<file path="config.mk">
export PLATFORM = sky130hd
export DESIGN_NAME = frame_status_queue
export DESIGN_NICKNAME = d
export VERILOG_FILES = /design/src/rtl/fsq_pkg.sv /design/src/rtl/fsq_store.sv /design/src/rtl/fsq_ctrl.sv /design/src/rtl/fsq_rdmux.sv /design/src/rtl/frame_status_queue.sv
export SDC_FILE = /design/constraint.sdc
export NUM_CORES = 1
export LEC_CHECK = 0
export ABC_AREA = 1
export BUFFER_PORTS_ARGS = -buffer_cell sky130_fd_sc_hd__buf_2
export CELL_PAD_IN_SITES_DETAIL_PLACEMENT = 0
export CELL_PAD_IN_SITES_GLOBAL_PLACEMENT = 1
export CORE_MARGIN = 2
export CORE_UTILIZATION = 35
export DETAILED_ROUTE_END_ITERATION = 10
export PLACE_DENSITY_LB_ADDON = 0.1
export SKIP_CTS_REPAIR_TIMING = 1
export SYNTH_ARGS = -nofsm -noshare
export SYNTH_HDL_FRONTEND = slang
export SYNTH_SLANG_ARGS = --single-unit
</file>
<file path="constraint.sdc">
create_clock -name clk -period 5.4 [get_ports clk]
set_clock_uncertainty 0.2 [all_clocks]
set_input_delay 0.27 -clock clk [delete_from_list [all_inputs] [get_ports clk]]
set_output_delay 0.27 -clock clk [all_outputs]
set_load 0.005 [all_outputs]
</file>
<file path="src/rtl/fsq_pkg.sv">
package fsq_pkg;
    typedef enum logic [1:0] {
        ST_OFF   = 2'd0,
        ST_EMPTY = 2'd1,
        ST_PART  = 2'd2,
        ST_FULL  = 2'd3
    } fsq_state_e;

    localparam logic [1:0] ADDR_STAT = 2'd0;
    localparam logic [1:0] ADDR_LOW  = 2'd1;
    localparam logic [1:0] ADDR_ERR  = 2'd2;
endpackage

</file>
<file path="src/rtl/fsq_store.sv">
module fsq_store #(
    parameter int DEPTH = 10,
    parameter int W     = 16
) (
    input  logic         clk,
    input  logic         rst_n,
    input  logic         clr,
    input  logic         wr_en,
    input  logic [W-1:0] wr_data,
    input  logic         rd_adv,
    output logic [W-1:0] head
);
    localparam int PTR_W = (DEPTH > 1) ? $clog2(DEPTH) : 1;
    localparam logic [PTR_W-1:0] LAST = PTR_W'(DEPTH - 1);

    logic [W-1:0]     slots [DEPTH];
    logic [PTR_W-1:0] wptr, rptr;

    function automatic logic [PTR_W-1:0] step(input logic [PTR_W-1:0] p);
        return (p == LAST) ? '0 : p + 1'b1;
    endfunction

    for (genvar i = 0; i < DEPTH; i++) begin : g_slot
        always_ff @(posedge clk) begin
            if (wr_en && wptr == PTR_W'(i))
                slots[i] <= wr_data;
        end
    end

    always_ff @(posedge clk or negedge rst_n) begin
        if (!rst_n) begin
            wptr <= '0;
            rptr <= '0;
        end else if (clr) begin
            wptr <= '0;
            rptr <= '0;
        end else begin
            if (wr_en)  wptr <= step(wptr);
            if (rd_adv) rptr <= step(rptr);
        end
    end

    assign head = slots[rptr];
endmodule

</file>
<file path="src/rtl/fsq_ctrl.sv">
module fsq_ctrl
    import fsq_pkg::*;
#(
    parameter int DEPTH = 10
) (
    input  logic clk,
    input  logic rst_n,
    input  logic en_i,
    input  logic push_i,
    input  logic pop_i,
    output logic wr_en_o,
    output logic rd_adv_o,
    output logic clr_o,
    output logic empty_o,
    output logic ovf_o
);
    localparam int LVL_W = $clog2(DEPTH + 1);
    localparam logic [LVL_W-1:0] FULL_LVL = LVL_W'(DEPTH);

    fsq_state_e       state, state_nxt;
    logic [LVL_W-1:0] level, level_nxt;
    logic             push_ok, pop_ok, ovf_nxt;

    // state register
    always_ff @(posedge clk or negedge rst_n) begin
        if (!rst_n) begin
            state <= ST_OFF;
            level <= '0;
            ovf_o <= 1'b0;
        end else begin
            state <= state_nxt;
            level <= level_nxt;
            ovf_o <= ovf_nxt;
        end
    end

    // next state and outputs
    always_comb begin
        push_ok   = en_i && push_i && (state != ST_FULL);
        pop_ok    = en_i && pop_i && (level != '0);
        level_nxt = en_i ? (level + LVL_W'(push_ok) - LVL_W'(pop_ok)) : '0;
        ovf_nxt   = en_i && (ovf_o || (push_i && state == ST_FULL));
        state_nxt = state;
        unique case (state)
            ST_OFF, ST_EMPTY, ST_PART, ST_FULL: begin
                if (!en_i)                    state_nxt = ST_OFF;   // shutdown
                else if (level_nxt == '0)     state_nxt = ST_EMPTY; // drain
                else if (level_nxt == FULL_LVL) state_nxt = ST_FULL; // saturate
                else                          state_nxt = ST_PART;  // fill/drain
            end
            default: state_nxt = ST_OFF;
        endcase
        wr_en_o  = push_ok;
        rd_adv_o = pop_ok;
        clr_o    = !en_i;
        empty_o  = (state == ST_OFF) || (state == ST_EMPTY);
    end

    // overflow stays set while enabled
    a_r7_ovf_sticky: assert property (@(posedge clk) disable iff (!rst_n)
        (ovf_o && en_i) |=> ovf_o);
    // a push into a full queue raises overflow
    a_r7_full_push_sets: assert property (@(posedge clk) disable iff (!rst_n)
        (state == ST_FULL && en_i && push_i) |=> ovf_o);
    // occupancy never exceeds the depth
    a_r6_level_bound: assert property (@(posedge clk) disable iff (!rst_n)
        level <= FULL_LVL);
    // a low enable clears occupancy and overflow
    a_r8_off_clears: assert property (@(posedge clk) disable iff (!rst_n)
        !en_i |=> (empty_o && !ovf_o));
    // pop on empty queue leaves it empty
    a_r5_empty_pop: assert property (@(posedge clk) disable iff (!rst_n)
        (empty_o && en_i && pop_i && !push_i) |=> empty_o);
endmodule

</file>
<file path="src/rtl/fsq_rdmux.sv">
module fsq_rdmux
    import fsq_pkg::*;
#(
    parameter int CNT_W = 14,
    parameter int ERR_W = 2
) (
    input  logic             en_i,
    input  logic             empty_i,
    input  logic             ovf_i,
    input  logic [CNT_W-1:0] head_cnt,
    input  logic [ERR_W-1:0] head_err,
    input  logic [7:0]       live_i,
    input  logic [1:0]       addr_i,
    output logic [7:0]       data_o
);
    localparam int HI_W = CNT_W - 8;

    logic served;
    assign served = en_i && !empty_i;

    always_comb begin
        data_o = '0;
        unique case (addr_i)
            ADDR_STAT: data_o = served ? {1'b1, ovf_i, head_cnt[CNT_W-1 -: HI_W]} : live_i;
            ADDR_LOW:  data_o = served ? head_cnt[7:0] : 8'h00;
            ADDR_ERR:  data_o = served ? 8'(head_err) : 8'h00;
            default:   data_o = 8'h00;
        endcase
    end
endmodule

</file>
<file path="src/rtl/frame_status_queue.sv">
module frame_status_queue
    import fsq_pkg::*;
#(
    parameter int DEPTH = 10,
    parameter int CNT_W = 14,
    parameter int ERR_W = 2
) (
    input  logic             clk,
    input  logic             rst_n,
    input  logic             q_en,
    input  logic             rec_push,
    input  logic [CNT_W-1:0] rec_count,
    input  logic [ERR_W-1:0] rec_err,
    input  logic [7:0]       live_status,
    input  logic             rd_stb,
    input  logic [1:0]       rd_addr,
    output logic [7:0]       rd_data
);
    localparam int REC_W = CNT_W + ERR_W;

    logic             wr_en, rd_adv, clr, empty, ovf, pop_req;
    logic [REC_W-1:0] head;

    assign pop_req = rd_stb && (rd_addr == ADDR_LOW);

    fsq_ctrl #(.DEPTH(DEPTH)) u_ctrl (
        .clk(clk), .rst_n(rst_n), .en_i(q_en), .push_i(rec_push), .pop_i(pop_req),
        .wr_en_o(wr_en), .rd_adv_o(rd_adv), .clr_o(clr), .empty_o(empty), .ovf_o(ovf)
    );

    fsq_store #(.DEPTH(DEPTH), .W(REC_W)) u_store (
        .clk(clk), .rst_n(rst_n), .clr(clr), .wr_en(wr_en),
        .wr_data({rec_err, rec_count}), .rd_adv(rd_adv), .head(head)
    );

    fsq_rdmux #(.CNT_W(CNT_W), .ERR_W(ERR_W)) u_mux (
        .en_i(q_en), .empty_i(empty), .ovf_i(ovf),
        .head_cnt(head[CNT_W-1:0]), .head_err(head[REC_W-1 -: ERR_W]),
        .live_i(live_status), .addr_i(rd_addr), .data_o(rd_data)
    );

    // bypassed status reads return the live byte
    a_r2_bypass: assert property (@(posedge clk) disable iff (!rst_n)
        (rd_addr == ADDR_STAT && (!q_en || empty)) |-> rd_data == live_status);
    // a served status read flags data available
    a_r1_da_bit: assert property (@(posedge clk) disable iff (!rst_n)
        (rd_addr == ADDR_STAT && q_en && !empty) |-> rd_data[7]);
endmodule

</file>
==> results of run 1 <==
## power groups by stage
stage	Sequential [mW]	Combinational, mW	Clock (mW)
6_report	1.55	0.300	1.24
5_1_grt	1.56	0.346	1.32
4_1_cts	1.55	0.296	1.27
3_5_place_dp	1.58	0.294	0
3_3_place_gp	1.58	0.290	0
2_1_floorplan	1.58	0.186	0
## stage by stage
| step | setup WS (ns) | cell area, sq um | power [mW] | util |
|---|---|---|---|---|
| finish | 2.20 | 8780 | 3.09 | 0.418 |
| detailed placement | 2.45 | 7980 | 1.87 | 0.380 |
| floorplan | 2.42 | 7520 | 1.76 | - |
| CTS | 2.10 | 8590 | 3.12 | 0.408 |
| global route | 1.91 | 8780 | 3.23 | 0.418 |
| global placement | 2.43 | 7980 | 1.87 | 0.380 |
## layer usage
metal,vias up,share of wire,GRT usage
li1,2443,-,-
met1,2457,0.46,0.241
met2,110,0.48,0.284
met3,27,0.041,0.0348
met4,0,0.018,0.0642
met5,-,0,0
## registers in the layout, indices dropped and copies added, names as in the netlist
signal,flops
u_ctrl.level,4
u_ctrl.ovf_o,1
u_ctrl.state,2
u_store.rptr,4
u_store.slots,160
u_store.wptr,4
## worst paths after layout
path,startpoint,slack [ns],cells after the start,to
worst max-delay path,u_store.rptr[3],2.20,6,rd_data[5]
worst min-delay path,rst_n,0.09,2,u_store.wptr[3]
worst max register to register,u_ctrl.level[2],2.61,14,u_ctrl.state[0]
worst min register to register,u_ctrl.ovf_o,0.39,2,u_ctrl.ovf_o
max in group asynchronous,rst_n,4.62,2,u_store.rptr[0]
min in group clk,rd_stb,0.12,4,u_store.rptr[0]
## cell families after synthesis
logic type,synth area share
and+or+nand+nor,0.168
DFF,0.689
AOI/OAI and AO/OA,0.0709
buffers and inverters,0.0553
adders and majority gates,0.0143
xor gates and xnor gates,0.00233
## cell usage after synthesis
| master | number | share of area |
|---|---|---|
| edfxtp_1 | 160 | 0.64 |
| inv_2 | 2 | 0.0010 |
| dfrtp_1 | 15 | 0.050 |
| xnor2_1 | 1 | 0.0012 |
| fa_1 | 1 | 0.0027 |
| clkbuf_1 | 2 | 0.0010 |
| nor4_1 | 2 | 0.0017 |
| nand4_1 | 1 | 0.00083 |
| o21ai_0 | 32 | 0.021 |
| nor2_2 | 2 | 0.0017 |
| a21oi_4 | 1 | 0.0022 |
| inv_1 | 54 | 0.027 |
| o32ai_1 | 1 | 0.0012 |
| nand3_1 | 47 | 0.031 |
| buf_1 | 1 | 0.00050 |
| a21oi_1 | 29 | 0.019 |
| xor2_1 | 1 | 0.0012 |
| buf_2 | 14 | 0.0093 |
| or2_1 | 3 | 0.0025 |
| o211ai_1 | 13 | 0.013 |
| buf_6 | 8 | 0.012 |
| ha_1 | 7 | 0.012 |
| clkinv_1 | 1 | 0.00050 |
| nand2_1 | 188 | 0.094 |
| nor2_1 | 70 | 0.035 |
| o21ai_1 | 16 | 0.011 |
| buf_4 | 4 | 0.0040 |
| o22ai_1 | 4 | 0.0033 |
| nor3_1 | 2 | 0.0013 |
## area by class of cell
type                    instances  area, sq um  area share
flip-flops and latches        175         5180       0.590
multi-input cells             421         1950       0.223
clock buffers                  24          502      0.0572
repair buffers                 70          478      0.0545
well taps                     275          344      0.0392
inverters                      57          214      0.0244
clock inverters                 8          104      0.0118
## critical path, cell delays in order (launching register included)
cell	delay, ns
dfrtp_1	0.76
clkinv_1	0.81
a21oi_1	0.32
a21oi_1	0.13
nand2_1	0.10
nand2_1	0.07
buf_2	0.13
## cells in the final DEF (no fill, tap or decap), types with 2 or more instances in the layout
cell and count:
nand3_1 47, nand2_1 188, buf_2 38, buf_4 13
dfrtp_1 14, o211ai_1 13, o22ai_1 4, clkbuf_16 17
edfxtp_1 160, inv_2 2, nor2_1 64, inv_1 54
nor2_2 8, ha_1 7, o21ai_0 32, nor4_2 2
clkbuf_8 5, a21oi_1 29, clkbuf_1 2, or2_1 3
dlygate4sd3_1 19, bufinv_16 2, clkinvlp_4 4, o21ai_1 16
==> results.toml, run 1 <==
[run_status]
status = "completed"

[power_and_ir_drop]
clkPwrFrac = 0.401
switching_power_uw = 722
powerDensity_mw_per_mm2 = 352
internal_power_mw = 2.37
vdd_drop_max_uv = 192
pwr-share-seq = 0.502
combPwrFrac = 0.097
leakagePower_nw = 3.44
switching_share = 0.234

[placement]
port_buffers = 38
hpwl_mm = 11.1
routabilityCongestion = 0.740
dp_cells = 979

[drt]
drc_errors = 0
routed_wl_mm = 18.8
drt_iter0_drc = 335
ant_nets = 0
dr_total_vias = 5037
drt_first_pass_iters = 4
wl_per_cell_um = 18.3
viasPerCell = 4.89

[yosys]
syn_avg_cell_area_sq_um = 11.0
synth_cells = 682
synth-seq-cells = 175
synth_nets = 721
seq_area_frac_synth = 0.689
ys_warn_count = 0
synth_area_sq_mm = 0.00752
ys_types = 29

[cts]
h-tree-depth = 4
clock_latency_ns = 0.43
clockBufferDepth = 2
cts_sinks = 175
clock-root-buffer = "clkbuf_16"
cts_buffers = 17
cts_tree = "done"
clk_pin_slew_ns = 0.07

[setup_path]
end_kind = "output port"
worst-path-max-fanout = 18
cp.required_ns = 4.93
crit_type = "register to output port"
critPathArrivalTime_ns = 2.73
start_kind = "register"

[die]
io_pins = 39
initial_core_util = 0.358
dieHeight_um = 151
dieArea_sq_mm = 0.0227
die_x_um = 151
num_rows = 53
core_sq_mm = 0.0210

[finish]
n_antenna_cell = 0
final_nets = 781
syn_to_final_growth_pct = 16.8
fillers = 2021
instances_no_fill = 1030
drive_above_1_share = 0.127

[sta]
rsz0062_at_grt = "no"
report.final.hold_viol_count = 0
worst_pin_slew_ns = 1.05
period_minus_slack_ns = 3.20
holdWs_ns = 0.0881
tns_ns = 0
fin_crit_sh = 0.592
finalSetupViolCount = 0
clock.fmax_mhz = 313
slew_headroom = 0.301
slew_viol_final = 0

[global_routing]
antenna_found_initial = 0
grt-ovfl-total = 0
grt_pass1_wl_mm = 29.0
grt_max_degree = 99
globalRouteTotalUtil = 0.177
grt_pass1_vias = 4929

[hold_path]
min_path_type = "input pin to asynchronous set/reset pin"

[flow_run]
drv_cap = 0
Power figures use the tool's default switching activity.
==> inputs of run 2 (changes only) <==
==> constraint.sdc (replaced) <==
create_clock -name clk -period 3.3 [get_ports clk]
set_clock_uncertainty 0.2 [all_clocks]
set_input_delay 0.165 -clock clk [delete_from_list [all_inputs] [get_ports clk]]
set_output_delay 0.165 -clock clk [all_outputs]
set_load 0.005 [all_outputs]
==> results.toml, run 2 (synthesis gave the netlist of run 1 again) <==
[drt]
ant_nets = 0
dr_total_vias = 5029
drt_first_pass_iters = 5
routed_wl_mm = 18.9
drt_iter0_drc = 315
drc_errors = 0
viasPerCell = 4.84
wl_per_cell_um = 18.2

[setup_path]
end_kind = "register"
crit_type = "input pin to register"
crit_family = "buffers and inverters"
start_kind = "input pin"
critPathArrivalTime_ns = 2.96
cpMostUsedCell = "inv_1"
max_stage_delay_ns = 0.53
worst-path-max-fanout = 10
crit_slowest_cell = "dlygate4sd3_1"
crit_chain = "dlygate4sd3_1, buf_2, nand2_1, a21oi_4, inv_1, ha_1, inv_1, ha_1, fa_1, nand2_1, inv_1, nor3_1, o21ai_0, o21ai_0"
cp.buffers_inverters = 5
cp.required_ns = 3.45

[die]
io_pins = 39
num_rows = 53
dieHeight_um = 151
dieArea_sq_mm = 0.0227
initial_core_util = 0.358
die_x_um = 151
core_sq_mm = 0.0210

[sta]
period_minus_slack_ns = 2.80
clock.fmax_mhz = 357
holdWs_ns = -0.0278
tns_ns = 0
rsz0062_at_grt = "no"
slew_headroom = 0.453
slew_viol_final = 0
finalSetupViolCount = 0
fin_crit_sh = 0.850
worst_pin_slew_ns = 0.818
report.final.hold_viol_count = 16

[cts]
clk_pin_slew_ns = 0.07
clock-root-buffer = "clkbuf_16"
clockBufferDepth = 2
clock_latency_ns = 0.43
cts_tree = "done"
cts_buffers = 17
h-tree-depth = 4
cts_sinks = 175

[finish]
final_common_cell = "nand2_1"
largest_register = "u_store.slots"
n_antenna_cell = 0
syn_to_final_growth_pct = 17.5
final_nets = 792
layout_common_cells = "nand2_1 (188), edfxtp_1 (160), nor2_1 (64)"
largest_register_ffs = 160
drive_above_1_share = 0.135

[placement]
routabilityCongestion = 0.747
hpwl_mm = 11.8
port_buffers = 38

[global_routing]
grt-ovfl-total = 0
antenna_found_initial = 0
grt_max_degree = 99
grt_pass1_vias = 4787
globalRouteTotalUtil = 0.174
grt_pass1_wl_mm = 28.3

[flow_run]
drv_cap = 0

[hold_path]
min_path_type = "input pin to asynchronous set/reset pin"

[power_and_ir_drop]
leakagePower_nw = 3.48
vdd_drop_max_uv = 341
p_total_mw = 4.96
powerDensity_mw_per_mm2 = 561

[run_status]
violations = "hold timing"
status = "complete, but fails checks"
run 2: metal layers:
| metal | routed length (um) | track usage |
|---|---|---|
| met1 | 8900 | 0.238 |
| met2 | 9140 | 0.283 |
| met3 | 578 | 0.0312 |
| met4 | 318 | 0.0575 |
| met5 | 0 | 0 |
run 2: final timing paths:
kind	startpoint	end	slack, ns	depth (start not counted)
setup / recovery	q_en	u_ctrl.state[0]	0.50	14
hold / removal	rst_n	u_ctrl.ovf_o	-0.03	2
setup reg to reg	u_ctrl.level[2]	u_ctrl.state[0]	0.64	14
hold reg to reg	u_store.wptr[2]	u_store.wptr[2]	0.43	2
max in group asynchronous	rst_n	u_store.rptr[0]	2.64	2
min in group clk	rd_stb	u_store.rptr[0]	-0.01	4
run 2: area by class of cell:
class	instances	area (sq um)
fillers	2001	12200
flip-flops and latches	175	5180
multi-input cells	421	1950
repair buffers	81	588
clock buffers	20	437
well taps	275	344
inverters	57	214
clock inverters	11	118
run 2: power by group:
part / internal [mW] / leakage [nW] / switching [mW] / total (mW)
logic: 0.170 / 1.58 / 0.334 / 0.505
registers: 2.50 / 1.64 / 0.0354 / 2.54
clock network: 1.10 / 0.256 / 0.813 / 1.92
total: 3.78 / 3.48 / 1.18 / 4.96
run 2: stage by stage:
| step | cells | instance area, sq um | util | setup WS (ns) |
|---|---|---|---|---|
| floorplan | 682 | 7520 | - | 0.379 |
| global placement | 989 | 8080 | 0.384 | 0.581 |
| detailed placement | 989 | 8080 | 0.384 | 0.553 |
| CTS | 1020 | 8640 | 0.411 | 0.585 |
| global route | 1040 | 8840 | 0.420 | 0.218 |
| finish | 1040 | 8840 | 0.420 | 0.495 |
run 2: worst reg2reg max path, stage by stage, from the launching register on:
cell and delay (ns):
dfrtp_1 0.36, inv_1 0.07, ha_1 0.15, nand2_1 0.06
nand4_1 0.11, inv_1 0.08, ha_1 0.27, inv_1 0.04
ha_1 0.21, fa_1 0.45, nand2_1 0.07, inv_1 0.06
nor3_1 0.17, o21ai_0 0.12, o21ai_0 0.15
